[config.mk]
export PLATFORM = sky130hd
export DESIGN_NAME = softrst_ctrl
export DESIGN_NICKNAME = d
export VERILOG_FILES = /design/src/rtl/softrst_pkg.sv /design/src/rtl/softrst_wr_decode.sv /design/src/rtl/softrst_settle.sv /design/src/rtl/softrst_gate_timer.sv /design/src/rtl/softrst_ctrl.sv
export SDC_FILE = /design/constraint.sdc
export NUM_CORES = 1
export LEC_CHECK = 0
export ABC_CLOCK_PERIOD_IN_PS = 1650
export BUFFER_PORTS_ARGS = -buffer_cell sky130_fd_sc_hd__buf_2
export CAP_MARGIN = 20
export CORE_MARGIN = 8
export CORE_UTILIZATION = 35
export CTS_CLUSTER_DIAMETER = 60
export DETAILED_ROUTE_END_ITERATION = 7
export PLACE_DENSITY = 0.76
export RECOVER_POWER = 50
export SLEW_MARGIN = 20
export SYNTH_ARGS = -nofsm -noshare
export SYNTH_HDL_FRONTEND = slang
export SYNTH_SLANG_ARGS = --single-unit
[constraint.sdc]
create_clock -name clk -period 1.65 [get_ports clk]
set_input_delay 0.0825 -clock clk [delete_from_list [all_inputs] [get_ports clk]]
set_output_delay 0.0825 -clock clk [all_outputs]
set_load 0.03 [all_outputs]
[src/rtl/softrst_pkg.sv]
package softrst_pkg;

    localparam int unsigned DATA_W   = 32;
    localparam int unsigned SRST_POS = 31;
    localparam int unsigned GATE_POS = 30;

    typedef enum logic [1:0] {
        WK_PLAIN = 2'd0,
        WK_SET   = 2'd1,
        WK_CLEAR = 2'd2,
        WK_NONE  = 2'd3
    } wr_kind_e;

    typedef struct packed {
        logic srst;
        logic gate;
    } ctl_bits_t;

    function automatic wr_kind_e kind_of(input logic [1:0] word);
        case (word)
            2'd0:    return WK_PLAIN;
            2'd1:    return WK_SET;
            2'd2:    return WK_CLEAR;
            default: return WK_NONE;
        endcase
    endfunction

    function automatic logic next_bit(input wr_kind_e k, input logic cur, input logic d);
        case (k)
            WK_PLAIN: return d;
            WK_SET:   return cur | d;
            WK_CLEAR: return cur & ~d;
            default:  return cur;
        endcase
    endfunction

endpackage

[src/rtl/softrst_wr_decode.sv]
module softrst_wr_decode
    import softrst_pkg::*;
(
    input  logic       wr_en,
    input  logic [1:0] word,
    input  logic       d_srst,
    input  logic       d_gate,
    input  ctl_bits_t  cur,
    output ctl_bits_t  nxt
);
    wr_kind_e kind;

    always_comb begin
        kind = wr_en ? kind_of(word) : WK_NONE;
        nxt.srst = next_bit(kind, cur.srst, d_srst);
        nxt.gate = next_bit(kind, cur.gate, d_gate);
    end
endmodule

[src/rtl/softrst_settle.sv]
module softrst_settle #(
    parameter int unsigned SETTLE_CLKS = 3
) (
    input  logic clk,
    input  logic rst,
    input  logic req,
    output logic rd
);
    localparam int unsigned CW = $clog2(SETTLE_CLKS + 1);
    localparam logic [CW-1:0] FULL = CW'(SETTLE_CLKS);

    logic [CW-1:0] cnt_q;

    always_ff @(posedge clk) begin
        if (rst) begin
            cnt_q <= FULL;
        end else if (req) begin
            cnt_q <= FULL;
        end else if (cnt_q != '0) begin
            cnt_q <= cnt_q - 1'b1;
        end
    end

    assign rd = req | (cnt_q != '0);
endmodule

[src/rtl/softrst_gate_timer.sv]
module softrst_gate_timer #(
    parameter int unsigned GATE_DELAY = 4
) (
    input  logic clk,
    input  logic rst,
    input  logic srst_rd,
    input  logic gate_req,
    output logic fire
);
    localparam int unsigned DW = $clog2(GATE_DELAY + 1);
    localparam logic [DW-1:0] LAST = DW'(GATE_DELAY - 1);

    logic [DW-1:0] cnt_q;
    logic          armed;

    assign armed = srst_rd & ~gate_req;
    assign fire  = armed & (cnt_q == LAST);

    always_ff @(posedge clk) begin
        if (rst) begin
            cnt_q <= '0;
        end else if (armed && !fire) begin
            cnt_q <= cnt_q + 1'b1;
        end else begin
            cnt_q <= '0;
        end
    end
endmodule

[src/rtl/softrst_ctrl.sv]
module softrst_ctrl
    import softrst_pkg::*;
#(
    parameter int unsigned ADDR_W      = 4,
    parameter int unsigned GATE_DELAY  = 4,
    parameter int unsigned SETTLE_CLKS = 3
) (
    input  logic              clk,
    input  logic              rst,
    input  logic              wr_en,
    input  logic [ADDR_W-1:0] wr_addr,
    input  logic [31:0]       wr_data,
    output logic [31:0]       rd_data,
    output logic              blk_rst_o,
    output logic              blk_clk_en_o
);
    localparam int unsigned NBITS = $bits(ctl_bits_t);

    ctl_bits_t        req_q;
    ctl_bits_t        req_wr;
    ctl_bits_t        req_d;
    ctl_bits_t        rd_bits;
    logic [NBITS-1:0] req_v;
    logic [NBITS-1:0] rd_v;
    logic             gate_fire;

    logic [ADDR_W-1:0] addr_unused;
    logic [DATA_W-1:0] wdata_unused;
    assign addr_unused  = wr_addr;
    assign wdata_unused = wr_data;

    softrst_wr_decode u_dec (
        .wr_en  (wr_en),
        .word   (wr_addr[3:2]),
        .d_srst (wr_data[SRST_POS]),
        .d_gate (wr_data[GATE_POS]),
        .cur    (req_q),
        .nxt    (req_wr)
    );

    always_comb begin
        req_d = req_wr;
        if (gate_fire) begin
            req_d.gate = 1'b1;
        end
    end

    always_ff @(posedge clk) begin
        if (rst) begin
            req_q <= '{srst: 1'b1, gate: 1'b1};
        end else begin
            req_q <= req_d;
        end
    end

    assign req_v = req_q;

    for (genvar i = 0; i < NBITS; i++) begin : g_settle
        softrst_settle #(.SETTLE_CLKS(SETTLE_CLKS)) u_settle (
            .clk (clk),
            .rst (rst),
            .req (req_v[i]),
            .rd  (rd_v[i])
        );
    end

    assign rd_bits = ctl_bits_t'(rd_v);

    softrst_gate_timer #(.GATE_DELAY(GATE_DELAY)) u_timer (
        .clk      (clk),
        .rst      (rst),
        .srst_rd  (rd_bits.srst),
        .gate_req (req_q.gate),
        .fire     (gate_fire)
    );

    always_comb begin
        rd_data           = '0;
        rd_data[SRST_POS] = rd_bits.srst;
        rd_data[GATE_POS] = rd_bits.gate;
    end

    assign blk_rst_o    = rd_bits.srst;
    assign blk_clk_en_o = ~rd_bits.gate;
endmodule

==> qor.yml, run 1 <==
ios: 73
antennaDiodeCount: 0
cts_tree: "done"
syn_to_final_growth_pct: -2.876
peakVddDrop_mv: 0.3948
power.density_nw_per_um2: 769.7
grt_pass1_wl_um: 1711
mostFrequentLayoutCells: "30 x conb_1, 10 x buf_2, 9 x dfxtp_1"
fill_cells: 220
mostFrequentLayoutCell: "conb_1"
cp_cell_sequence: "inv_1 -> ha_1 -> nand2b_4 -> buf_2"
grt_pass1_vias: 464
cp_data_arrival_time_ps: 1230
maxCapViolCount: 0
port_buffers: 10
core_sq_um: 1982
synth_area_per_cell_sq_um: 8.403
slew_violations: 0
critPathMaxFanout: 5
place_ws_ps: 389.4
drive_gt1_frac: 0.1717
place_congestion: 0.6774
cts-root-buf: "clkbuf_4"
fin_crit_ps: 1312
wl_um: 1172
fmax_ghz: 0.7622
min_path_cells: 3
synth_cell_types: 20
status: "completed"
min_path_type: "in2reg"
synth_area_leaders: "buf_4 32%, dfxtp_1 24%, ha_1 12%, inv_1 4.1%, nand2_1 3.0%"
drc: 0
yosys_register_bits: 9
ctsHtreeMaxLevel: 1
power_w: 0.0005528
crit_buf_inv: 2
cp_slowest_cell: "dfxtp_1"
cts_buffer_depth: 2
critPathTopFamily: "flip-flops"
layout_setup_ws_ps: 337.9
ant_nets: 0
worst_r2r_endpoint: "req_q[0]$_SDFFE_PP1P_"
multi_input_area_sq_um: 397.9
start_util: 0.3731
leakage_nw: 0.4212
path_class: "reg2out"
nNetsFinal: 146
worstRegToRegCells: 5
cts_hold_buf: 0
drtIter0Drc: 9
wl_per_cell_um: 9.302
clkLatencyLatePin_ps: 250
vias: 476
synth_top_area_cell: "buf_4"
r2r_start: "u_timer.cnt_q[0]$_SDFF_PP0_"
row_count: 16
grt-ovfl-total: 0
final.setup_skew_ps: 0.1332
grt_max_degree: 7
cp-start-kind: "flip-flop"
yosys.area.top_type_share: 0.3249
antenna_found_initial: 0
dr.pass1.iters: 4
postCtsSetupBuffers: 0
final_area_sq_um: 718.2
post_cts_resized: 0
syn_area_sq_um: 739.5
die-area_sq_um: 3840
ff2ff_setup_slack_ps: 380
seq_area_sq_um: 180.2
dieHeight_um: 61.97
track_usage: 0.06064
placed_cell_area_sq_um: 691.9
clkTransAtPathRegs_ps: 60
die_x_um: 61.97
holdCritStartpoint: "rst"
fin_setup_tns_ps: 0
hold_end: "req_q[0]$_SDFFE_PP1P_"
cts_sinks: 9
syn_inst: 88
critPathCaptureType: "output pin"
finalSetupViolCount: 0
rsz0062_at_grt: "no"
synth_warnings: 0
hold_slack_ps: 92.79
fin_crit_sh: 0.7952
yosysSeqAreaShare: 0.2437
cts_buffers: 3
viasPerCell: 3.778
slowest_delay_ps: 340
hold_viol: 0
required_ps: 1570
dp_hpwl_um: 1044
-- report_power, final --
part	leakage [nW]	internal, W	switching (W)
clock	0.0150	0.0000929	0.0000720
combinational	0.333	0.0000310	0.000119
sequential	0.0737	0.000228	0.00000996
-- flip-flops by register name, indices dropped and copies added, names as in the netlist --
register                 cells
u_timer.cnt_q                3
g_settle.u_settle.cnt_q      4
req_q                        2
-- through the flow --
step                        util  cells
after detailed placement  0.3491    122
final                     0.3624    126
after floorplan                -    117
after global routing      0.3624    126
after global placement    0.3491    122
after CTS                 0.3624    126
-- cells by family after synthesis --
family | share of synthesized area
other cells | 0.005071
xor+xnor | 0.02369
buf+inv | 0.3655
fa+ha+maj | 0.1184
flops | 0.2437
mux | 0.03045
simple gates | 0.1455
compound gates | 0.06767
-- layer usage --
layer,track usage,up-vias,share of wire
li1,-,237,-
met1,0.06316,215,0.41
met2,0.09587,24,0.47
met3,0.02881,0,0.11
met4,0.03896,0,0
met5,0,-,0
-- synthesized netlist by cell type --
library cell / n
mux2_2: 1
nand2_1: 6
dfxtp_1: 9
a21oi_1: 4
a221oi_2: 1
nor3b_1: 1
xor2_1: 2
o31ai_1: 2
nor2b_1: 2
buf_4: 32
nor2_1: 4
ha_1: 7
and3_1: 1
nor3_1: 1
or2_2: 1
nand2b_4: 1
nand2b_1: 3
conb_1: 1
mux2_1: 1
inv_1: 8
-- cell type report --
cell class | count | share of cell area
well taps | 27 | 0.04704
multi-input cells | 68 | 0.5540
clock buffers | 4 | 0.03659
flip-flops and latches | 9 | 0.2509
inverters | 8 | 0.04181
repair buffers | 10 | 0.06969
-- worst min-delay path, cell delays in order --
cell and delay (ps):
buf_2 130, a221oi_2 40, o31ai_1 50
-- worst max-delay path by stage --
stage | start | endpoint | slack [ps] | cells after the start
6_report | g_settle[1].u_settle.cnt_q[0]$_SDFFE_PP1P_ | rd_data[31] | 340 | 4
5_1_grt | g_settle[1].u_settle.cnt_q[0]$_SDFFE_PP1P_ | rd_data[31] | 280 | 4
4_1_cts | g_settle[1].u_settle.cnt_q[0]$_SDFFE_PP1P_ | rd_data[31] | 320 | 4
3_5_place_dp | u_timer.cnt_q[0]$_SDFF_PP0_ | req_q[0]$_SDFFE_PP1P_ | 390 | 5
3_3_place_gp | u_timer.cnt_q[0]$_SDFF_PP0_ | req_q[0]$_SDFFE_PP1P_ | 390 | 5
2_1_floorplan | u_timer.cnt_q[0]$_SDFF_PP0_ | req_q[0]$_SDFFE_PP1P_ | 440 | 5
(Power assumes the default switching activity.)
==> inputs of run 2 (changes only) <==
ABC_AREA = 1   (was default)
ABC_CLOCK_PERIOD_IN_PS = 1200   (was 1650)
CORE_UTILIZATION = 32   (was 35)
PLACE_DENSITY = 0.72   (was 0.76)
clock period = 1.2 ns   (was 1.65 ns; I/O delays follow)
==> qor.yml, run 2 <==
status: "completed"
slowest_delay_ps: 320  # -20 ps
antenna_found_initial: 0  # unchanged
synthArstFlopShare: 0  # unchanged
switching_share: 0.3846  # +0.02161
synth_top_cells_by_count: "32 x buf_4, 17 x inv_1, 15 x nand2_1"
hold_viol: 0  # unchanged
ys.flop_type: "dfxtp_1"
mostFrequentLayoutCell: "conb_1"
grt_pass1_wl_um: 2063  # +21%
syn_area_sq_um: 745.7  # +0.85%
synth_edf_count: 0  # unchanged
min_path_type: "in2reg"
synth_compound_area_frac: 0.04698  # -0.02070
yosysSeqAreaShare: 0.2416  # -0.002044
synth_top_family_by_area: "buffers and inverters"
critPathTopFamily: "flip-flops"
ant_nets: 0  # unchanged
rsz0062_at_grt: "yes"
drc: 0  # unchanged
fill_cells: 248  # +13%
syn_inst: 103  # +17%
wl_per_cell_um: 8.771  # -5.7%
synthSimpleGateAreaFrac: 0.1812  # +0.03569
antennaDiodeCount: 0  # unchanged
crit_buf_inv: 4  # +2
critPathCaptureType: "output pin"
place_congestion: 0.7497  # +11%
fin_setup_tns_ps: 0  # unchanged
die_x_um: 64.28  # +3.7%
slew_violations: 0  # unchanged
synth_area_per_cell_sq_um: 7.240  # -14%
dr.pass1.iters: 3  # -1
mostFrequentLayoutCells: "30 x conb_1, 15 x nand2_1, 13 x inv_1"
maxCapViolCount: 0  # unchanged
leakage_nw: 0.4288  # +1.8%
required_ps: 1140  # -430 ps
p_clk_frac: 0.309  # +0.011
cp_common_cell: "inv_2"
nNetsFinal: 163  # +12%
viasPerCell: 3.667  # -2.9%
fin_crit_ps: 1160
synth.area.mux_share: 0  # -0.03046
yosys.area_share.adder: 0.1174  # -0.0009937
grt_max_degree: 6  # -1
grt-ovfl-total: 0  # unchanged
seq_area_sq_um: 182.7  # +1.4%
path_class: "reg2out"
cts_sinks: 9  # unchanged
peakVddDrop_mv: 0.4178  # +5.8%
cts-root-buf: "clkbuf_4"
wl_um: 1263  # +7.8%
clkTransAtPathRegs_ps: 70  # about the same
largestRegisters: "g_settle.u_settle.cnt_q x4, u_timer.cnt_q x3, req_q x2"
top_register: "g_settle.u_settle.cnt_q"
critPathMaxFanout: 2  # -3
p_int_w: 0.0004803  # +36%
synth_warnings: 0  # unchanged
yosys.area.top_type_share: 0.3221  # -0.002725
final.setup_skew_ps: 11.12  # +10.99 ps
cts_buffers: 3  # unchanged
synthXorXnorAreaFrac: 0  # -0.02369
cts_tree: "done"
die-area_sq_um: 4131  # +7.6%
share_seq_of_total_power: 0.420  # -0.011
synth_top_area_cell: "buf_4"
vias: 528  # +11%
row_count: 17  # +1
syn_to_final_growth_pct: 7.215
track_usage: 0.06179  # +0.001150
power.density_nw_per_um2: 976.2  # +27%
synth_area_leaders: "buf_4 32%, dfxtp_1 24%, ha_1 12%, inv_1 8.6%, nand2_1 7.6%"
fmax_ghz: 0.8620
core_sq_um: 2212  # +12%
synth_most_common_cell: "buf_4"
largest_register_ffs: 4  # unchanged
cts_buffer_depth: 2  # unchanged
ctsHtreeMaxLevel: 1  # unchanged
cp_data_arrival_time_ps: 1100  # -130 ps
cp_slowest_cell: "dfxtp_2"
multi_input_area_sq_um: 402.9  # +1.3%
switching_power_w: 0.0003002  # +50%
yosys_register_bits: 9  # unchanged
grt_pass1_vias: 562  # +21%
drtIter0Drc: 1  # -8
finalSetupViolCount: 0  # unchanged
drive_gt1_frac: 0.2414  # +0.06966
dp_hpwl_um: 1094  # +4.7%
clkLatencyLatePin_ps: 270  # +20 ps
dieHeight_um: 64.28  # +3.7%
ios: 73  # unchanged
cp-start-kind: "flip-flop"
port_buffers: 10  # unchanged
combPwrFrac: 0.270  # about the same
synth_cell_types: 14  # -30%
cp_cell_sequence: "inv_2 -> ha_4 -> inv_4 -> nor2_4 -> inv_2 -> buf_6"
start_util: 0.3371  # -0.03600
fin_crit_sh: 0.9667
power_w: 0.0007805  # +41%
[run 2: routing by layer]
layer / wire length, um / global-route usage / vias up / share of wire
met5: 0 / 0 / - / 0
met4: 34 / 0.04905 / 0 / 0.027
met3: 119 / 0.02439 / 3 / 0.094
met2: 602 / 0.1093 / 25 / 0.48
met1: 508 / 0.05467 / 227 / 0.40
li1: - / - / 273 / -
[run 2: area by class of cell]
type | instances | area share
multi-input combinational | 74 | 0.5039
sequential | 9 | 0.2285
timing repair buffer | 12 | 0.1080
inverter | 17 | 0.08294
tap | 28 | 0.04382
clock buffer | 4 | 0.03286
[run 2: final timing paths]
path / startpoint / to / slack, ps / cells after the start
worst max-delay path: g_settle[0].u_settle.cnt_q[0]$_SDFFE_PP1P_ / rd_data[30] / 40 / 6
worst min-delay path: rst / req_q[1]$_SDFFE_PP1P_ / 40 / 3
worst max register to register: g_settle[1].u_settle.cnt_q[0]$_SDFFE_PP1P_ / req_q[0]$_SDFFE_PP1P_ / 120 / 6
worst min register to register: u_timer.cnt_q[0]$_SDFF_PP0_ / u_timer.cnt_q[0]$_SDFF_PP0_ / 420 / 1
[run 2: power groups by stage]
stage | clock network [W] | logic (W) | registers (W)
6_report | 0.000242 | 0.000211 | 0.000328
3_5_place_dp | 0 | 0.000202 | 0.000333
5_1_grt | 0.000259 | 0.000232 | 0.000330
4_1_cts | 0.000250 | 0.000205 | 0.000327
2_1_floorplan | 0 | 0.000257 | 0.000330
3_3_place_gp | 0 | 0.000198 | 0.000332
[run 2: what timing repair did]
item | CTS | global route
setup buffers | 2 | 0
gates resized for setup | 14 | 6
pin swaps | 3 | 2
hold buffers | 0 | 0
setup endpoints to repair | 4 | 4
[run 2: metrics by stage]
stage          cell area, sq um  setup slack, ps  hold WS (ps)  utilization  std cells
3_5_place_dp              701.9            103.4         321.2       0.3173        138
5_1_grt                   799.5           -13.24         67.79       0.3614        144
6_report                  799.5            39.96         40.49       0.3614        144
2_1_floorplan             857.1            9.166         155.5            -        132
3_3_place_gp              701.9            134.8         312.2       0.3173        138
4_1_cts                   780.7           -13.07         35.69       0.3529        144
[run 2: worst register-to-register path: stages (launching register included)]
cell	delay, ps
dfxtp_1	320
inv_1	90
ha_4	160
nand2_2	80
buf_4	150
a21oi_1	130
nand2_1	60
[run 2: logic make-up after synthesis]
| logic type | count (synthesis) |
|---|---|
| AO/OA/AOI/OAI | 6 |
| flip-flops | 9 |
| other | 1 |
| buffers and inverters | 49 |
| adder cells (fa/ha/maj) | 7 |
| AND/OR/NAND/NOR | 31 |
==> inputs of run 3 (changes only) <==
CORE_ASPECT_RATIO = 1.25   (was default)
CORE_UTILIZATION = 33   (was 32)
CTS_BUF_LIST = sky130_fd_sc_hd__clkbuf_8   (was default)
PLACE_DENSITY = 0.74   (was 0.72)
==> qor.yml, run 3 (same netlist as run 2, synthesis figures left out) <==
track_usage: 0.06067  # -0.001121
wl_per_cell_um: 8.324  # -5.1%
core_sq_um: 2163  # -2.2%
cts_hold_buf: 0  # unchanged
utilization: 0.3765  # +0.01509
cts_tree: "done"
nNetsFinal: 164  # +0.61%
vias: 537  # +1.7%
ant_nets: 0  # unchanged
grt-ovfl-total: 0  # unchanged
antennaDiodeCount: 0  # unchanged
clkLatencyLatePin_ps: 230  # -40 ps
place_congestion: 0.7249  # -3.3%
slew_violations: 0  # unchanged
fin_crit_sh: 0.9581  # -0.008559
critPathMaxFanout: 4  # +2
dieHeight_um: 69.15  # +7.6%
required_ps: 1140  # about the same
place_ws_ps: 106.5  # +3.131 ps
viasPerCell: 3.628  # -1.0%
status: "completed"
fin_setup_tns_ps: 0  # unchanged
hold_viol: 0  # unchanged
placed_cell_area_sq_um: 705.7  # +0.53%
grt-busiest-layer: "met2"
seq_area_sq_um: 181.4  # -0.68%
power.density_nw_per_um2: 1070  # +9.6%
grt_max_degree: 6  # unchanged
die-area_sq_um: 4047  # -2.0%
cp_cell_sequence: "inv_2 -> ha_4 -> inv_4 -> nor2_4 -> buf_4"
leakage_nw: 0.4427  # +3.3%
dr.pass1.iters: 4  # +1
fin_crit_ps: 1150  # -10.27 ps
finalSetupViolCount: 0  # unchanged
final.setup_skew_ps: 4.635  # -6.488 ps
ctsHtreeMaxLevel: 1  # unchanged
critPathTopFamily: "flip-flops"
start_util: 0.3447  # +0.007604
crit_buf_inv: 3  # -1
layout_setup_ws_ps: 50.23  # +10.27 ps
use_met3: 0.01855  # -0.005837
largestRegisters: "g_settle.u_settle.cnt_q x4, u_timer.cnt_q x3, req_q x2"
largest_register_ffs: 4  # unchanged
drive_gt1_frac: 0.2393  # -0.002063
clkTransAtPathRegs_ps: 50  # -20 ps
dp_hpwl_um: 1056  # -3.5%
grtUsageMet1: 0.06118  # +0.006509
cts_buffers: 3  # unchanged
cp_slowest_cell: "dfxtp_2"
fill_cells: 238  # -4.0%
path_class: "reg2out"
final_area_sq_um: 814.5  # +1.9%
grt_pass1_vias: 536  # -4.6%
syn_to_final_growth_pct: 9.228
drc: 0  # unchanged
fmax_ghz: 0.8697  # +0.89%
cts_buffer_depth: 2  # unchanged
ios: 73  # unchanged
drtIter0Drc: 10  # +9
cp_data_arrival_time_ps: 1090  # about the same
cts_sinks: 9  # unchanged
min_path_type: "in2reg"
peakVddDrop_mv: 0.5903  # +41%
antenna_found_initial: 0  # unchanged
grt_pass1_wl_um: 2070  # +0.34%
cts-root-buf: "clkbuf_8"
port_buffers: 10  # unchanged
dp.cells: 141  # +2.2%
layout.cells.non_filler: 148  # +2.8%
die_x_um: 58.52  # -9.0%
mostFrequentLayoutCells: "30 x conb_1, 15 x nand2_1, 14 x inv_1"
multi_input_area_sq_um: 392.9  # -2.5%
slowest_delay_ps: 320  # about the same
row_count: 19  # +2
cp-start-kind: "flip-flop"
wl_um: 1232  # -2.5%
critPathCaptureType: "output pin"
top_register: "g_settle.u_settle.cnt_q"
rsz0062_at_grt: "yes"
maxCapViolCount: 0  # unchanged
mostFrequentLayoutCell: "conb_1"
grtUsageMet2: 0.1095  # +0.0001543
run 3: changes by cell type in the layout (fill, tap and decap cells not counted):
| cell | previous run | this run |
|---|---|---|
| ha_4 | 2 | 1 |
| clkbuf_1 | 1 | 0 |
| buf_6 | 3 | 2 |
| clkbuf_8 | 0 | 3 |
| dfxtp_2 | 2 | 1 |
| clkbuf_4 | 3 | 0 |
| ha_2 | 0 | 1 |
| inv_1 | 13 | 14 |
| buf_4 | 3 | 5 |
| dfxtp_1 | 7 | 8 |
run 3: path summary, 6_finish.rpt:
| path | from | cells after the start | slack, ps | to |
|---|---|---|---|---|
| max reg2reg | g_settle[1].u_settle.cnt_q[0]$_SDFFE_PP1P_ | 6 | 80 | req_q[0]$_SDFFE_PP1P_ |
| min reg2reg | u_timer.cnt_q[0]$_SDFF_PP0_ | 1 | 420 | u_timer.cnt_q[0]$_SDFF_PP0_ |
| max | g_settle[0].u_settle.cnt_q[0]$_SDFFE_PP1P_ | 5 | 50 | blk_clk_en_o |
| min | rst | 3 | 80 | req_q[1]$_SDFFE_PP1P_ |
run 3: through the flow:
stage | hold slack [ps] | total power [W]
global placement | 315.6 | 0.0005293
global route | 102.7 | 0.0009195
CTS | 78.03 | 0.0008704
detailed placement | 313.2 | 0.0005342
finish | 80.09 | 0.0008714
floorplan | 155.5 | 0.0005868
run 3: repair_timing:
item,4_1_cts,5_1_grt
hold endpoints to repair,0,0
cloned,0,0
endpoints found under the setup margin,4,2
pin swaps,2,2
resized for setup,9,7
buffers inserted,1,2
run 3: power breakdown:
part / switching (W) / internal (W) / total (W) / leakage (nW)
combinational: 0.000172 / 0.0000399 / 0.000212 / 0.343
clock: 0.000108 / 0.000222 / 0.000330 / 0.0269
sequential: 0.0000138 / 0.000316 / 0.000329 / 0.0733
total: 0.000294 / 0.000577 / 0.000871 / 0.443
run 3: area by class of cell:
class                           instances  share of cell area
Clock inverter                          1            0.004608
Multi-Input combinational cell         74              0.4823
Sequential cell                         9              0.2227
Clock buffer                            3             0.05069
Timing Repair Buffer                   13              0.1106
Tap cell                               31             0.04762
Inverter                               17             0.08141
run 3: layer usage:
metal	routed length [um]	share of wire	up-vias
met3	108	0.088	2
met4	6	0.0049	0
met1	497	0.40	234
met5	0	0	-
li1	-	-	276
met2	620	0.50	25
run 3: worst register-to-register path, stage by stage, from the launching register on:
cell	delay (ps)
dfxtp_1	310
inv_1	60
ha_2	220
nand2_2	90
buf_4	150
a21oi_1	140
nand2_1	60
